--- config.mk ---
export PLATFORM = sky130hd
export DESIGN_NAME = gf_almost_inverse
export DESIGN_NICKNAME = d
export VERILOG_FILES = /design/src/rtl/gf_ai_pkg.sv /design/src/rtl/gf_ai_iter.sv /design/src/rtl/gf_ai_fix.sv /design/src/rtl/gf_almost_inverse.sv
export SDC_FILE = /design/constraint.sdc
export NUM_CORES = 2
export LEC_CHECK = 0
export CAP_MARGIN = 20
export CORE_MARGIN = 2
export CORE_UTILIZATION = 45
export CTS_CLUSTER_SIZE = 30
export DETAILED_ROUTE_END_ITERATION = 7
export PLACE_DENSITY = 0.66
export SLEW_MARGIN = 20
export SYNTH_ARGS = -nofsm -noshare
export SYNTH_HDL_FRONTEND = slang
export SYNTH_SLANG_ARGS = --single-unit
--- constraint.sdc ---
create_clock -name clk -period 3 [get_ports clk]
set_clock_uncertainty 0.1 [all_clocks]
set_input_delay 0.3 -clock clk [delete_from_list [all_inputs] [get_ports clk]]
set_output_delay 0.3 -clock clk [all_outputs]
set_load 0.02 [all_outputs]
--- src/rtl/gf_ai_pkg.sv ---
package gf_ai_pkg;

  localparam int GW = 128;
  typedef logic [GW-1:0] gf_vec_t;

  typedef enum logic [1:0] {ST_IDLE, ST_ITER, ST_FIX} ai_state_e;

  // multiply by u modulo u^m + u^t + 1
  function automatic gf_vec_t gf_mulx(gf_vec_t x, int m, int t);
    gf_vec_t y;
    y = x << 1;
    if (y[m]) begin
      y[m] = 1'b0;
      y[t] = ~y[t];
      y[0] = ~y[0];
    end
    return y;
  endfunction

  // divide by u modulo u^m + u^t + 1
  function automatic gf_vec_t gf_divx(gf_vec_t x, int m, int t);
    gf_vec_t y;
    y = x;
    if (y[0]) begin
      y[0] = 1'b0;
      y[t] = ~y[t];
      y[m] = ~y[m];
    end
    return y >> 1;
  endfunction

  // divide by u^n, n up to 16
  function automatic gf_vec_t gf_divn(gf_vec_t x, int n, int m, int t);
    gf_vec_t y;
    y = x;
    for (int i = 0; i < 16; i++) begin
      if (i < n) y = gf_divx(y, m, t);
    end
    return y;
  endfunction

  // index of highest set bit, -1 for zero
  function automatic int gf_deg(gf_vec_t x);
    int d;
    d = -1;
    for (int i = 0; i < GW; i++) begin
      if (x[i]) d = i;
    end
    return d;
  endfunction

endpackage

--- src/rtl/gf_ai_iter.sv ---
module gf_ai_iter
  import gf_ai_pkg::*;
#(
  parameter int M  = 89,
  parameter int T  = 38,
  parameter int KW = $clog2(2*M+1)+1
) (
  input  logic          clk,
  input  logic          rst_n,
  input  logic          load,
  input  logic          run,
  input  logic [M-1:0]  opnd,
  output logic          fin,
  output logic [M-1:0]  b_out,
  output logic [KW-1:0] k_out
);

  localparam int W  = M + 1;
  localparam int DW = $clog2(W) + 1;
  localparam logic [W-1:0] FPOLY = (W'(1) << M) | (W'(1) << T) | W'(1);

  logic [W-1:0]  u, v, u_n, v_n;
  logic [M-1:0]  b, c, b_n, c_n;
  logic [DW-1:0] deg_u, deg_v, deg_u_n, deg_v_n;
  logic [KW-1:0] k, k_n;

  // named events for assertions
  logic strip_ev, strip2_ev, add_ev, swap_ev;

  assign fin      = (deg_u == '0);
  assign strip_ev  = run && !fin && !u[0];
  assign strip2_ev = strip_ev && !u[1];
  assign add_ev    = run && !fin && u[0];
  assign swap_ev   = add_ev && (deg_u < deg_v);

  always_comb begin
    u_n = u; v_n = v; b_n = b; c_n = c;
    deg_u_n = deg_u; deg_v_n = deg_v; k_n = k;
    if (!u[0]) begin
      if (!u[1]) begin
        u_n     = u >> 2;
        deg_u_n = deg_u - DW'(2);
        c_n     = M'(gf_mulx(gf_mulx(GW'(c), M, T), M, T));
        k_n     = k + KW'(2);
      end else begin
        u_n     = u >> 1;
        deg_u_n = deg_u - DW'(1);
        c_n     = M'(gf_mulx(GW'(c), M, T));
        k_n     = k + KW'(1);
      end
    end else if (deg_u != '0) begin
      u_n = u ^ v;
      b_n = b ^ c;
      if (deg_u < deg_v) begin
        v_n     = u;
        c_n     = b;
        deg_u_n = deg_v;
        deg_v_n = deg_u;
      end else if (deg_u == deg_v) begin
        deg_u_n = DW'(gf_deg(GW'(u ^ v)));
      end
    end
  end

  always_ff @(posedge clk) begin
    if (!rst_n) begin
      u <= '0; v <= '0; b <= '0; c <= '0;
      deg_u <= '0; deg_v <= '0; k <= '0;
    end else if (load) begin
      u     <= W'(opnd);
      v     <= FPOLY;
      b     <= M'(1);
      c     <= '0;
      deg_u <= DW'(gf_deg(GW'(opnd)));
      deg_v <= DW'(M);
      k     <= '0;
    end else if (run && !fin) begin
      u <= u_n; v <= v_n; b <= b_n; c <= c_n;
      deg_u <= deg_u_n; deg_v <= deg_v_n; k <= k_n;
    end
  end

  assign b_out = b;
  assign k_out = k;

  // the working polynomial never collapses to zero
  assert_u_nonzero_R1: assert property (@(posedge clk) disable iff (!rst_n)
    run |-> (u != '0));
  // the tracked degree points at the leading one
  assert_deg_track_R1: assert property (@(posedge clk) disable iff (!rst_n)
    run |-> (u[deg_u] && v[deg_v]));
  // a two-bit strip advances the exponent count by two
  assert_strip_step_R6: assert property (@(posedge clk) disable iff (!rst_n)
    strip2_ev |=> (k == $past(k) + KW'(2)));
  // exponent count never exceeds 2M
  assert_k_bound_R6: assert property (@(posedge clk) disable iff (!rst_n)
    run |-> (k <= KW'(2*M)));
  // after an add, the active polynomial is even
  assert_add_even_R1: assert property (@(posedge clk) disable iff (!rst_n)
    add_ev |=> !u[0]);

endmodule

--- src/rtl/gf_ai_fix.sv ---
module gf_ai_fix
  import gf_ai_pkg::*;
#(
  parameter int M        = 89,
  parameter int T        = 38,
  parameter int KW       = $clog2(2*M+1)+1,
  parameter int FIX_STEP = 8
) (
  input  logic          clk,
  input  logic          rst_n,
  input  logic          load,
  input  logic          run,
  input  logic [M-1:0]  b_in,
  input  logic [KW-1:0] k_in,
  output logic          fin,
  output logic [M-1:0]  r_out
);

  logic [M-1:0]  r, r_n;
  logic [KW-1:0] k, k_n;
  logic          wide_ev;

  assign fin     = (k == '0);
  assign wide_ev = run && !fin && (k >= KW'(FIX_STEP));

  always_comb begin
    if (k >= KW'(FIX_STEP)) begin
      r_n = M'(gf_divn(GW'(r), FIX_STEP, M, T));
      k_n = k - KW'(FIX_STEP);
    end else begin
      r_n = M'(gf_divx(GW'(r), M, T));
      k_n = k - KW'(1);
    end
  end

  always_ff @(posedge clk) begin
    if (!rst_n) begin
      r <= '0;
      k <= '0;
    end else if (load) begin
      r <= b_in;
      k <= k_in;
    end else if (run && !fin) begin
      r <= r_n;
      k <= k_n;
    end
  end

  assign r_out = r;

  // every active fix-up cycle removes at least one factor of u
  assert_fix_progress_R6: assert property (@(posedge clk) disable iff (!rst_n)
    (run && !fin) |=> (k < $past(k)));
  // a wide step removes exactly FIX_STEP factors
  assert_fix_wide_R6: assert property (@(posedge clk) disable iff (!rst_n)
    wide_ev |=> (k + KW'(FIX_STEP) == $past(k)));

endmodule

--- src/rtl/gf_almost_inverse.sv ---
module gf_almost_inverse
  import gf_ai_pkg::*;
#(
  parameter int M        = 89,
  parameter int T        = 38,
  parameter int FIX_STEP = 8
) (
  input  logic         clk,
  input  logic         rst_n,
  input  logic         start,
  input  logic [M-1:0] operand,
  output logic         done,
  output logic         err,
  output logic [M-1:0] result
);

  localparam int KW = $clog2(2*M+1) + 1;

  ai_state_e     st;
  logic          opnd_zero, accept_ev;
  logic          it_load, it_run, it_fin;
  logic          fx_load, fx_run, fx_fin;
  logic [M-1:0]  it_b, fx_r;
  logic [KW-1:0] it_k;

  assign opnd_zero = (operand == '0);
  assign accept_ev = (st == ST_IDLE) && start;
  assign it_load   = accept_ev && !opnd_zero;
  assign it_run    = (st == ST_ITER);
  assign fx_load   = it_run && it_fin;
  assign fx_run    = (st == ST_FIX);

  gf_ai_iter #(.M(M), .T(T), .KW(KW)) iter_i (
    .clk(clk), .rst_n(rst_n), .load(it_load), .run(it_run),
    .opnd(operand), .fin(it_fin), .b_out(it_b), .k_out(it_k)
  );

  gf_ai_fix #(.M(M), .T(T), .KW(KW), .FIX_STEP(FIX_STEP)) fix_i (
    .clk(clk), .rst_n(rst_n), .load(fx_load), .run(fx_run),
    .b_in(it_b), .k_in(it_k), .fin(fx_fin), .r_out(fx_r)
  );

  always_ff @(posedge clk) begin
    if (!rst_n) begin
      st     <= ST_IDLE;
      done   <= 1'b0;
      err    <= 1'b0;
      result <= '0;
    end else begin
      done <= 1'b0;
      case (st)
        ST_IDLE: begin
          if (start) begin
            if (opnd_zero) begin
              done   <= 1'b1;
              err    <= 1'b1;
              result <= '0;
            end else begin
              st <= ST_ITER;
            end
          end
        end
        ST_ITER: if (it_fin) st <= ST_FIX;
        ST_FIX: begin
          if (fx_fin) begin
            st     <= ST_IDLE;
            done   <= 1'b1;
            err    <= 1'b0;
            result <= fx_r;
          end
        end
        default: st <= ST_IDLE;
      endcase
    end
  end

  // zero operand reports zero with the error flag
  assert_zero_result_R2: assert property (@(posedge clk) disable iff (!rst_n)
    (done && err) |-> (result == '0));
  // completion of fix-up yields a clean done
  assert_clean_done_R3: assert property (@(posedge clk) disable iff (!rst_n)
    (fx_run && fx_fin) |=> (done && !err));
  // outputs hold while idle with no request
  assert_hold_R4: assert property (@(posedge clk) disable iff (!rst_n)
    ((st == ST_IDLE) && !start) |=> ($stable(result) && $stable(err) && !done));
  // a busy block never starts a new iteration
  assert_busy_ignore_R5: assert property (@(posedge clk) disable iff (!rst_n)
    (st != ST_IDLE) |-> !it_load);

endmodule

==> results.toml <==
[timing]
fmax_mhz = 349.6
hold_viol_final = 0
finalSetupTns_ps = 0
slew_viol_final = 0
slew_headroom = 0.4034
layout_setup_ws_ps = 139.9
min_period_ps = 2860
setup_viol = 0
worst_slew_pin_slew_ps = 894.9
period_share = 0.9534

[global_route]
grt_antenna_before_repair = 0
grt_first_pass_wirelength_um = 147300
grt_use_met3 = 0.03523
grt_pass1_vias = 26609
grt_util_all_layers = 0.2637
grt-busiest-layer = "met2"
grtUsageMet2 = 0.4266
grt_max_degree = 177
gr-total-overflow = 0
met1_usage = 0.3643

[outcome]
outcome = "finished clean"

[drt]
drt_wl_total_um = 91780
drt_drc_violations_left = 0
via_per_inst = 5.806
dr.pass1.iters = 7
ant_nets = 0
vias = 28492
wl_per_cell_um = 18.70
drt_iter0_markers = 2022

[layout]
post-route-util = 0.5555
fin_nets = 4101
mostFrequentLayoutCell = "nand2_1"
antenna_cells = 0
syn_to_final_growth_pct = 22.32
final_cell_mix = "nand2_1 (691), dfxtp_1 (572), nor2_1 (506), a21oi_1 (323), buf_4 (255)"
drive_above_1_share = 0.1294

[place]
hpwl_um = 60610
gp_congestion = 0.8932
preCtsSetupSlack_ps = -382.2
portBuffers = 182

[power]
total_power_uw = 25450
ir_worst_vdd_uv = 507.7
p_leak_uw = 0.01262
power_density_nw_per_um2 = 696.7

[floorplanning]
die_x_um = 261.6
core-area_um2 = 65750
start_util = 0.4542
die_y_um = 261.6
ioPinCount = 183
dieArea_um2 = 68430
std_cell_rows = 94

[setup_path]
reg2reg_slack_ps = 140
crit_type = "register to register"
cp-start-kind = "register"
critPathCaptureType = "register"
critPathRequiredTime_ps = 3440
cp.arrival_ps = 3300
crit_fanout = 5
reg2regPathDepth = 9

[cts]
cts_setup_buffers = 0
cts.sinks = 574
numCtsBuffers = 66
clk_latency_ps = 630
ctsHtreeMaxLevel = 3
clk_pin_slew_ps = 60
cts_tree = "yes"
cts_buffer_depth = 3
root_buffer = "clkbuf_16"

[synth]
ys_async_sr_fraction = 0
synth.distinct_cells = 77
synth_seq_cells = 574
syn-instance-count = 3742
synthFlopType = "dfxtp_1"
synth-edff-count = 0
synth_area_per_cell_um2 = 7.980
synthesis.nets = 3850
synth_area_um2 = 29860
yosys_warnings = 0
ys_seq_area_frac = 0.3848

[hold_path]
hp-class = "primary input to register"
hold_depth = 3

[flow_run]
cap_violations = 0
==> metal layers <==
layer | vias up | part of all wire
met5 | - | 0
met4 | 0 | 0.030
met3 | 167 | 0.052
met2 | 877 | 0.46
met1 | 13631 | 0.46
li1 | 13817 | -
==> layout make-up <==
| cell class | instances | area, um2 |
|---|---|---|
| Tap cell | 864 | 1081 |
| Clock buffer | 99 | 1927 |
| Sequential cell | 574 | 11500 |
| Multi-Input combinational cell | 2833 | 17120 |
| Inverter | 42 | 172.7 |
| Timing Repair Buffer | 476 | 4517 |
| Clock inverter | 19 | 212.7 |
| Fill cell | 6054 | 29220 |
==> kinds of logic after synthesis <==
group	after synthesis	share of synthesized area
compound gates	1004	0.2455
xor+xnor	225	0.06600
flops	574	0.3848
simple gates	1459	0.2069
fa+ha+maj	16	0.006704
buf+inv	335	0.04676
mux	129	0.04324
==> registers in the layout, indices dropped and copies added, names as in the netlist <==
name and cells:
err 1, iter_i.v 90, fix_i.r_out 89, iter_i.deg_u 8, fix_i.k 9, iter_i.k_out 9, iter_i.c 89, st 2
iter_i.u 90, done 1, iter_i.b_out 89, iter_i.deg_v 8, result 89
==> path summary, 6_finish.rpt <==
path | endpoint | startpoint
max | iter_i.deg_u[7] | iter_i.u[13]
max reg2reg | iter_i.deg_u[7] | iter_i.u[13]
min | err | start
min reg2reg | iter_i.v[86] | iter_i.v[86]
==> cell usage after synthesis, types with 5 or more instances <==
cell,n,share of area
a21oi_1,324,0.054
nand2_1,692,0.087
buf_2,39,0.0065
a211oi_1,151,0.038
nor2_1,512,0.064
a311oi_1,48,0.014
nand3_1,24,0.0040
buf_6,10,0.0038
a22oi_2,89,0.037
a31oi_1,18,0.0038
or4_1,10,0.0025
o211ai_1,106,0.027
a31o_2,6,0.0018
xnor2_1,91,0.027
nand2b_1,9,0.0019
and3_1,5,0.0010
and4_1,6,0.0018
nand4_1,24,0.0050
o21ai_0,53,0.0089
mux2i_1,129,0.043
buf_1,15,0.0019
nor3_1,28,0.0047
inv_1,41,0.0052
clkbuf_1,225,0.028
ha_1,16,0.0067
a2111oi_0,5,0.0015
xor2_1,134,0.039
dfxtp_1,574,0.38
or3_1,5,0.0010
o21a_1,5,0.0013
o31ai_1,9,0.0023
a221oi_1,138,0.040
nor4_1,34,0.0071
nor2b_1,79,0.017
==> where the power goes <==
part | switching, uW | internal (uW)
registers | 615 | 8100
logic | 5400 | 3290
clock network | 3450 | 4590
==> timing repair <==
| item | 4_1_cts | 5_1_grt |
|---|---|---|
| hold buffers | 0 | 0 |
| endpoints found under the setup margin | 1 | 2 |
| resized for setup | 1 | 4 |
==> metrics by stage <==
step                      cells  instance area (um2)  hold slack, ps
final                      4907                36520           245.5
after CTS                  4907                36500           214.0
after floorplan            3742                29860           336.3
after global placement     4789                34360           343.8
after detailed placement   4789                34360           360.0
after global routing       4907                36520           261.7
==> worst max-delay path: stages, from the launching register on <==
cell and delay, ps:
dfxtp_1 360, xnor2_1 250, or4bb_1 620, nor4_4 340, buf_4 160, nand2_1 80, nor3_2 210, a221oi_1 130
a2111oi_1 380, a31o_2 150
(Power assumes the default switching activity.)
